===== src/rtl/spi_shift_pkg.sv =====
package spi_shift_pkg;

  localparam int WORD_MAX = 32;
  localparam int CNT_W    = $clog2(2 * WORD_MAX);

  // strobes from control to datapath, at most one of sample/drive per cycle
  typedef struct packed {
    logic load;    // capture a new transmit word
    logic sample;  // shift in one bit from miso
    logic drive;   // present the next bit on mosi
  } shiftStrobe_t;

  function automatic logic [CNT_W:0] wordBits(input logic [1:0] sel);
    case (sel)
      2'b00:   wordBits = (CNT_W+1)'(8);
      2'b01:   wordBits = (CNT_W+1)'(16);
      default: wordBits = (CNT_W+1)'(WORD_MAX);
    endcase
  endfunction

endpackage


===== src/rtl/spi_shift_ctrl.sv =====
module spi_shift_ctrl
  import spi_shift_pkg::*;
#(
  parameter int DIV_W = 8
) (
  input  logic             clk,
  input  logic             rstN,
  input  logic             cfgWe,
  input  logic             cfgPol,
  input  logic             cfgEdge,
  input  logic [1:0]       cfgWidth,
  input  logic [DIV_W-1:0] cfgDiv,
  input  logic             start,
  input  logic             csEn,
  output logic             sck,
  output logic             busy,
  output logic             rxValid,
  output logic             csN,
  output logic [1:0]       widthSel,
  output shiftStrobe_t     strb
);

  logic             polQ;
  logic             edgeQ;
  logic [1:0]       widthQ;
  logic [DIV_W-1:0] divQ;
  logic [DIV_W-1:0] divCnt;
  logic [CNT_W-1:0] edgeCnt;
  logic             busyQ;
  logic             phaseQ;
  logic             validQ;
  logic             csNQ;

  logic [CNT_W:0]   lastIdx;
  logic             tick;
  logic             lastEdge;
  logic             cpha;
  logic             accept;
  logic             sampleNow;

  always_comb begin
    cpha      = ~edgeQ;
    accept    = start & ~busyQ;
    tick      = busyQ && (divCnt == divQ);
    lastIdx   = (wordBits(widthQ) << 1) - 1'b1;
    lastEdge  = ({1'b0, edgeCnt} == lastIdx);
    // even edges lead (idle->active), odd edges trail
    sampleNow = tick && (edgeCnt[0] == cpha);
    strb.load   = accept;
    strb.sample = sampleNow;
    strb.drive  = tick && !sampleNow && !lastEdge;
  end

  always_ff @(posedge clk or negedge rstN) begin
    if (!rstN) begin
      polQ    <= 1'b0;
      edgeQ   <= 1'b1;
      widthQ  <= 2'b00;
      divQ    <= '0;
      divCnt  <= '0;
      edgeCnt <= '0;
      busyQ   <= 1'b0;
      phaseQ  <= 1'b0;
      validQ  <= 1'b0;
      csNQ    <= 1'b1;
    end else begin
      validQ <= 1'b0;
      csNQ   <= ~csEn;
      if (!busyQ) begin
        if (cfgWe) begin
          polQ   <= cfgPol;
          edgeQ  <= cfgEdge;
          widthQ <= cfgWidth;
          divQ   <= cfgDiv;
        end
        if (accept) begin
          busyQ   <= 1'b1;
          divCnt  <= '0;
          edgeCnt <= '0;
        end
      end else if (tick) begin
        divCnt  <= '0;
        phaseQ  <= ~phaseQ;
        edgeCnt <= edgeCnt + 1'b1;
        if (lastEdge) begin
          busyQ  <= 1'b0;
          validQ <= 1'b1;
        end
      end else begin
        divCnt <= divCnt + 1'b1;
      end
    end
  end

  assign sck      = polQ ^ phaseQ;
  assign busy     = busyQ;
  assign rxValid  = validQ;
  assign csN      = csNQ;
  assign widthSel = widthQ;

endmodule


===== src/rtl/spi_shift_dp.sv =====
module spi_shift_dp
  import spi_shift_pkg::*;
(
  input  logic                clk,
  input  logic                rstN,
  input  shiftStrobe_t        strb,
  input  logic [1:0]          widthSel,
  input  logic [WORD_MAX-1:0] txWord,
  input  logic                miso,
  output logic                mosi,
  output logic [WORD_MAX-1:0] rxWord
);

  logic [WORD_MAX-1:0] shiftReg;
  logic [WORD_MAX-1:0] aligned;
  logic [WORD_MAX-1:0] keepMask;
  logic                mosiQ;

  always_comb begin
    case (widthSel)
      2'b00: begin
        aligned  = {txWord[7:0], {(WORD_MAX-8){1'b0}}};
        keepMask = WORD_MAX'(8'hFF);
      end
      2'b01: begin
        aligned  = {txWord[15:0], {(WORD_MAX-16){1'b0}}};
        keepMask = WORD_MAX'(16'hFFFF);
      end
      default: begin
        aligned  = txWord;
        keepMask = '1;
      end
    endcase
  end

  always_ff @(posedge clk or negedge rstN) begin
    if (!rstN) begin
      shiftReg <= '0;
      mosiQ    <= 1'b0;
    end else if (strb.load) begin
      shiftReg <= aligned;
      mosiQ    <= aligned[WORD_MAX-1];
    end else if (strb.sample) begin
      shiftReg <= {shiftReg[WORD_MAX-2:0], miso};
    end else if (strb.drive) begin
      mosiQ    <= shiftReg[WORD_MAX-1];
    end
  end

  assign mosi   = mosiQ;
  assign rxWord = shiftReg & keepMask;

endmodule


===== src/rtl/spi_shift_master.sv =====
module spi_shift_master
  import spi_shift_pkg::*;
#(
  parameter int DIV_W = 8
) (
  input  logic                clk,
  input  logic                rstN,
  input  logic                cfgWe,
  input  logic                cfgPol,
  input  logic                cfgEdge,
  input  logic [1:0]          cfgWidth,
  input  logic [DIV_W-1:0]    cfgDiv,
  input  logic                start,
  input  logic [WORD_MAX-1:0] txWord,
  input  logic                csEn,
  input  logic                miso,
  output logic                sck,
  output logic                mosi,
  output logic                csN,
  output logic                busy,
  output logic                rxValid,
  output logic [WORD_MAX-1:0] rxWord
);

  shiftStrobe_t strb;
  logic [1:0]   widthSel;

  spi_shift_ctrl #(.DIV_W(DIV_W)) u_ctrl (
    .clk(clk), .rstN(rstN), .cfgWe(cfgWe), .cfgPol(cfgPol), .cfgEdge(cfgEdge),
    .cfgWidth(cfgWidth), .cfgDiv(cfgDiv), .start(start), .csEn(csEn),
    .sck(sck), .busy(busy), .rxValid(rxValid), .csN(csN),
    .widthSel(widthSel), .strb(strb)
  );

  spi_shift_dp u_dp (
    .clk(clk), .rstN(rstN), .strb(strb), .widthSel(widthSel),
    .txWord(txWord), .miso(miso), .mosi(mosi), .rxWord(rxWord)
  );

endmodule


===== config.mk =====
export PLATFORM = sky130hd
export DESIGN_NAME = spi_shift_master
export DESIGN_NICKNAME = d
export VERILOG_FILES = /design/src/rtl/spi_shift_pkg.sv /design/src/rtl/spi_shift_ctrl.sv /design/src/rtl/spi_shift_dp.sv /design/src/rtl/spi_shift_master.sv
export SDC_FILE = /design/constraint.sdc
export NUM_CORES = 1
export LEC_CHECK = 0
export BUFFER_PORTS_ARGS = -buffer_cell sky130_fd_sc_hd__buf_2
export CAP_MARGIN = 15
export CORE_UTILIZATION = 50
export CTS_BUF_LIST = sky130_fd_sc_hd__clkbuf_4 sky130_fd_sc_hd__clkbuf_8
export DETAILED_ROUTE_END_ITERATION = 8
export PLACE_DENSITY = 0.75
export REMOVE_ABC_BUFFERS = 1
export SETUP_SLACK_MARGIN = 0.02
export SYNTH_ARGS = -nofsm -noshare
export SYNTH_HDL_FRONTEND = slang
export SYNTH_HIERARCHICAL = 1
export SYNTH_SLANG_ARGS = --single-unit

===== constraint.sdc =====
create_clock -name clk -period 6.2 [get_ports clk]
set_input_delay 0.93 -clock clk [delete_from_list [all_inputs] [get_ports clk]]
set_output_delay 0.93 -clock clk [all_outputs]
set_load 0.01 [all_outputs]

# ---- Yosys cells after proc, flatten, opt, wreduce, memory -nomap -nowiden
# Cells that the tools add are included.
dict set report word_totals {
  out_inout_bits 37
  reg_bits 63
  elab_cells 63
  input_bits 50
}
dict set report classes {
  n_eq_ne 6
  muxes 21
  bitwise_logic 7
  reduce_logical 14
  add_sub_neg 3
}
# operator count
set ops {}
lappend ops {{one-hot mux 32 bit (2 select lines)} 2}
lappend ops {{two-way mux 32 bit} 2}
lappend ops {{bitwise AND 32 bit} 1}
lappend ops {{two-way mux 8 bit} 3}
lappend ops {{two-way mux 6 bit} 3}
lappend ops {{one-hot mux 6 bit (2 select lines)} 1}
lappend ops {{two-way mux 1 bit} 10}
lappend ops {{adder 8 x 1 -> 8 bit (second input constant)} 1}
lappend ops {{== test 8 bit} 1}
lappend ops {{AND reduction 2 bit} 4}
lappend ops {{== test 6 x 7 -> 1 bit} 1}
lappend ops {{subtractor 7 x 1 -> 7 bit (second input constant)} 1}
lappend ops {{adder 6 x 1 -> 6 bit (second input constant)} 1}
lappend ops {{nonzero test 2 bit} 3}
lappend ops {{logical AND 1 bit} 4}
lappend ops {{inverter 1 bit} 4}
lappend ops {{== test 2 x 1 -> 1 bit (second input constant)} 1}
lappend ops {{zero test 1 bit} 2}
lappend ops {{zero test 2 bit} 1}
lappend ops {{inequality test 2 x 1 -> 1 bit (second input constant)} 1}
lappend ops {{inequality test 2 bit (second input constant)} 1}
lappend ops {{bitwise AND 1 bit} 1}
lappend ops {{== test 1 bit} 1}
lappend ops {{XOR 1 bit} 1}

# ---- Longest topological paths before layout
dict set report logic_depth {
  word_depth 9
  mapped_depth 11
  depth_no_buf 8
}

# ---- Hierarchy
# Netlist, hierarchy kept.
# module instances seq_area_each_um2 area_each_um2 cells_per_inst
set by_module_without_submodules {}
lappend by_module_without_submodules {spi_shift_dp 1 825.8 1986.9 201}
lappend by_module_without_submodules {spi_shift_ctrl 1 753.2 1634.1 152}

# ---- Worst setup path after synthesis
# OpenSTA, ideal clock, no wires.
dict set report synth_path {
  path_kind {reg-to-reg}
  startpoint {reg u_ctrl.divCnt[3]}
  endpoint {reg u_dp.shiftReg[24]}
  setup_slack_ps 4155
  synth_period_minus_slack_ps 2045
  required_time_ps 6063
  path_buffers 5
  path_stages_with_launch 12
  arrival_ps 1908
  setup_time_ps 137
  path_cell_list {dfrtp_1 buf_6 xnor2_2 and4_4 buf_6 nand3_1 nor2b_1 buf_4 buf_4 buf_4 mux2i_1 o22ai_1}
}
dict set report synth_via {
  elab_chain_len 4
}
# element line
set synth_rtl {}
lappend synth_rtl {{start, declared} spi_shift_ctrl.sv:27} ;# logic [DIV_W-1:0] divCnt;
lappend synth_rtl {{start signal, assigned} spi_shift_ctrl.sv:90} ;# divCnt <= divCnt + 1'b1;
lappend synth_rtl {{== test 8 bit} spi_shift_ctrl.sv:44} ;# tick = busyQ && (divCnt == divQ);
lappend synth_rtl {{logical AND 1 bit} spi_shift_ctrl.sv:44}
lappend synth_rtl {{logical AND 1 bit} spi_shift_ctrl.sv:48} ;# sampleNow = tick && (edgeCnt[0] == cpha);
lappend synth_rtl {{net u_ctrl.sampleNow} spi_shift_ctrl.sv:39} ;# logic sampleNow;
lappend synth_rtl {{nonzero test 2 bit (no line)} -}
lappend synth_rtl {{end signal, assigned} spi_shift_dp.sv:41} ;# shiftReg <= aligned;
lappend synth_rtl {{end signal, assigned} spi_shift_dp.sv:44} ;# shiftReg <= {shiftReg[WORD_MAX-2:0], miso};
lappend synth_rtl {{end, declared} spi_shift_dp.sv:14} ;# logic [WORD_MAX-1:0] shiftReg;
# The timed path passes the listed nets, and every way through them passes these cells.
# A chain may end at the register's enable or synchronous reset.

==> metrics.cfg <==
[run_status]
status = finished clean

[die]
die_w_um = 87.10
die-height_um = 87.10
start_util_pct = 52.43
rows = 30
die_area_mm2 = 0.007586
pin_count = 87
coreArea_mm2 = 0.006907

[final_layout]
antennaDiodeCount = 0
drive_above_1_share_pct = 31.37
nets = 472
syn2layout_area_growth_pct = 14.55
final_cells = 520

[sta]
max_freq_ghz = 0.3463
period_share_pct = 46.58
whs_ns = 0.5205
maxSlewHeadroom_pct = 21.50
min_period_ns = 2.888
rsz0062_at_grt = false
fin_skew_ns = 0.007171
tns_ns = 0
slew_violations = 0
setup_viol = 0
worstMarginPinSlew_ns = 1.175
final-hold-violation-count = 0

[flow_run]
maxCapViolations = 0

[pwr]
p_leak_nw = 1.724
p_total_mw = 1.622
peakVddDrop_uv = 223.3
p_per_area_mw_per_mm2 = 391.2

[logic_synthesis]
synthCells = 353
synth.distinct_cells = 51
ys.flop_type = dfrtp_1
synth_edf_count = 0
ys.warnings.count = 6
avgSynthCellArea_um2 = 10.26
synth_area_mm2 = 0.003621
ys_ff_latch = 63
synthArstFlopShare_pct = 100.0
seq_area_frac_synth_pct = 43.61

[routing]
via_per_inst = 5.644
wl_um = 8372
dr.first_iter.drc_count = 216
dr.pass1.iters = 5
ant_nets = 0
wl_per_cell_um = 16.10
drc = 0
vias = 2935

[grt]
first_global_vias = 2749
grt_pass1_wl_um = 13280
grt_use_total_pct = 23.35
grt_max_degree = 64
grt_antenna_before_repair = 0
grt_overflow = 0

[critical_path]
cp-start-kind = flip-flop
crit_fanout = 33
r2r_cells = 7
crit_start = u_ctrl/divCnt[4]
critPathCapture = u_dp/mosi
crit_arrival_ns = 3.10
r2r_end = u_dp/mosi
worstSetupPathType = flip-flop to flip-flop
cp-end-kind = flip-flop
r2r-start = u_ctrl/divCnt[4]
required_ns = 6.41
r2r_slack_ns = 3.31

[clock_tree]
htreeDepth = 3
cts-root-buf = clkbuf_8
cts_made_buffers = 9
cts.sink_count = 63
cts_hold_buf = 0
post-cts-setup-buffers = 0
clockBufferDepth = 2
worstSkewPairLatency_ns = 0.34
path_clk_slew_ns = 0.06
cts_resized = 0
cts_tree = yes

[placed_design]
place_inst = 504
detailedPlacementHpwl_um = 5963
gp_congestion = 0.8266
port_buffers = 86

[worst_hold_path]
whs_path_depth = 1
min_path_type = flip-flop to flip-flop

-- flip-flops by register name (all words and copies together) (netlist names), 2 cells and up --
name	count
u_ctrl/divCnt	8
u_ctrl/divQ	8
u_ctrl/edgeCnt	6
u_ctrl/widthSel	2
u_dp/shiftReg	32
-- through the flow --
stage,area (um^2),setup WS [ns],utilization (%)
after floorplan,3376,2.396,-
after global placement,3949,3.455,57.17
after detailed placement,3949,3.351,57.17
after CTS,4148,3.331,60.05
after global routing,4148,3.129,60.05
final,4148,3.312,60.05
-- synth_stat cells (2+ instances only) --
cell type  number  area, um^2
dfrtp_1        61        1526
o22ai_1         7       43.79
a211oi_1        8       60.06
buf_6           6       67.56
mux2_2         13       146.4
nand3_1         9       45.04
xnor2_1        10       87.58
xor2_1          5       43.79
mux2i_1        33       330.3
nand2_1        32       120.1
a31oi_1         2       12.51
nor2b_1        16       100.1
o221ai_1        2       17.52
nand2b_1        2       12.51
clkbuf_1        6       22.52
and2b_2         5       43.79
xnor2_2         2       32.53
dfstp_2         2       52.55
inv_1           5       18.77
ha_1            3       37.54
buf_2           3       15.01
buf_4          16       120.1
o211ai_1        3       22.52
nand4_1         5       31.28
nor4_1          2       12.51
o311ai_0        2       17.52
and2_1         18       112.6
o21ai_0        28       140.1
a221oi_1        8       70.07
nor2_1          5       18.77
a21oi_1        13       65.06
nor3_1          2       10.01
-- routing by layer --
| metal | wire [um] | GRT usage [%] | up-vias |
|---|---|---|---|
| met4 | 132 | 9.389 | 0 |
| li1 | - | - | 1388 |
| met3 | 488 | 5.213 | 12 |
| met1 | 3952 | 33.60 | 1432 |
| met5 | 0 | 0 | - |
| met2 | 3798 | 34.14 | 103 |
-- cells by family after synthesis --
logic type | share of synthesized area [%]
AND/OR/NAND/NOR | 15.65
AO/OA/AOI/OAI | 14.62
flip-flops | 43.61
multiplexers | 13.17
buffers and inverters | 7.394
XOR/XNOR | 4.526
adder cells (fa/ha/maj) | 1.037
-- layout by cell type (no fill, tap or decap), types with 9 or more instances in the layout --
cell type	Yosys	final
xnor2_1	10	10
nor2b_1	16	15
mux2i_1	33	33
mux2_2	13	13
dfrtp_1	61	61
a21oi_1	13	13
buf_2	3	86
nand3_1	9	9
clkbuf_8	0	13
nand2_1	32	32
o21ai_0	28	28
and2_1	18	18
-- power breakdown --
part	leakage, nW	internal (mW)	total [mW]	switching (mW)
Combinational	0.907	0.273	0.538	0.265
Sequential	0.714	0.568	0.736	0.168
Clock	0.102	0.193	0.348	0.155
Total	1.72	1.03	1.62	0.588
-- cell type report --
class,count,area [um^2]
clock buffers,14,186.4
clock inverters,2,12.51
fillers,614,2759
inverters,6,22.52
multi-input cells,251,1782
flip-flops and latches,63,1579
well taps,96,120.1
repair buffers,88,445.4
-- how the worst min path moves through the flow --
| stage | start | to | slack [ns] |
|---|---|---|---|
| floorplan | u_ctrl/phaseQ | u_ctrl/phaseQ | 0.47 |
| global placement | u_ctrl/polQ | u_ctrl/polQ | 0.51 |
| detailed placement | u_ctrl/phaseQ | u_ctrl/phaseQ | 0.50 |
| CTS | u_ctrl/phaseQ | u_ctrl/phaseQ | 0.52 |
| global route | u_ctrl/phaseQ | u_ctrl/phaseQ | 0.54 |
| finish | u_ctrl/phaseQ | u_ctrl/phaseQ | 0.52 |
-- worst max-delay path: stages (launching register included) --
cell and delay, ns:
dfrtp_1 0.47, xnor2_2 0.18, and4_1 0.32, nand3_1 0.26
nor2b_4 0.99, nand2b_1 0.24, mux2i_1 0.22, a21oi_1 0.09
No activity file was read; power rests on OpenSTA's default activity.
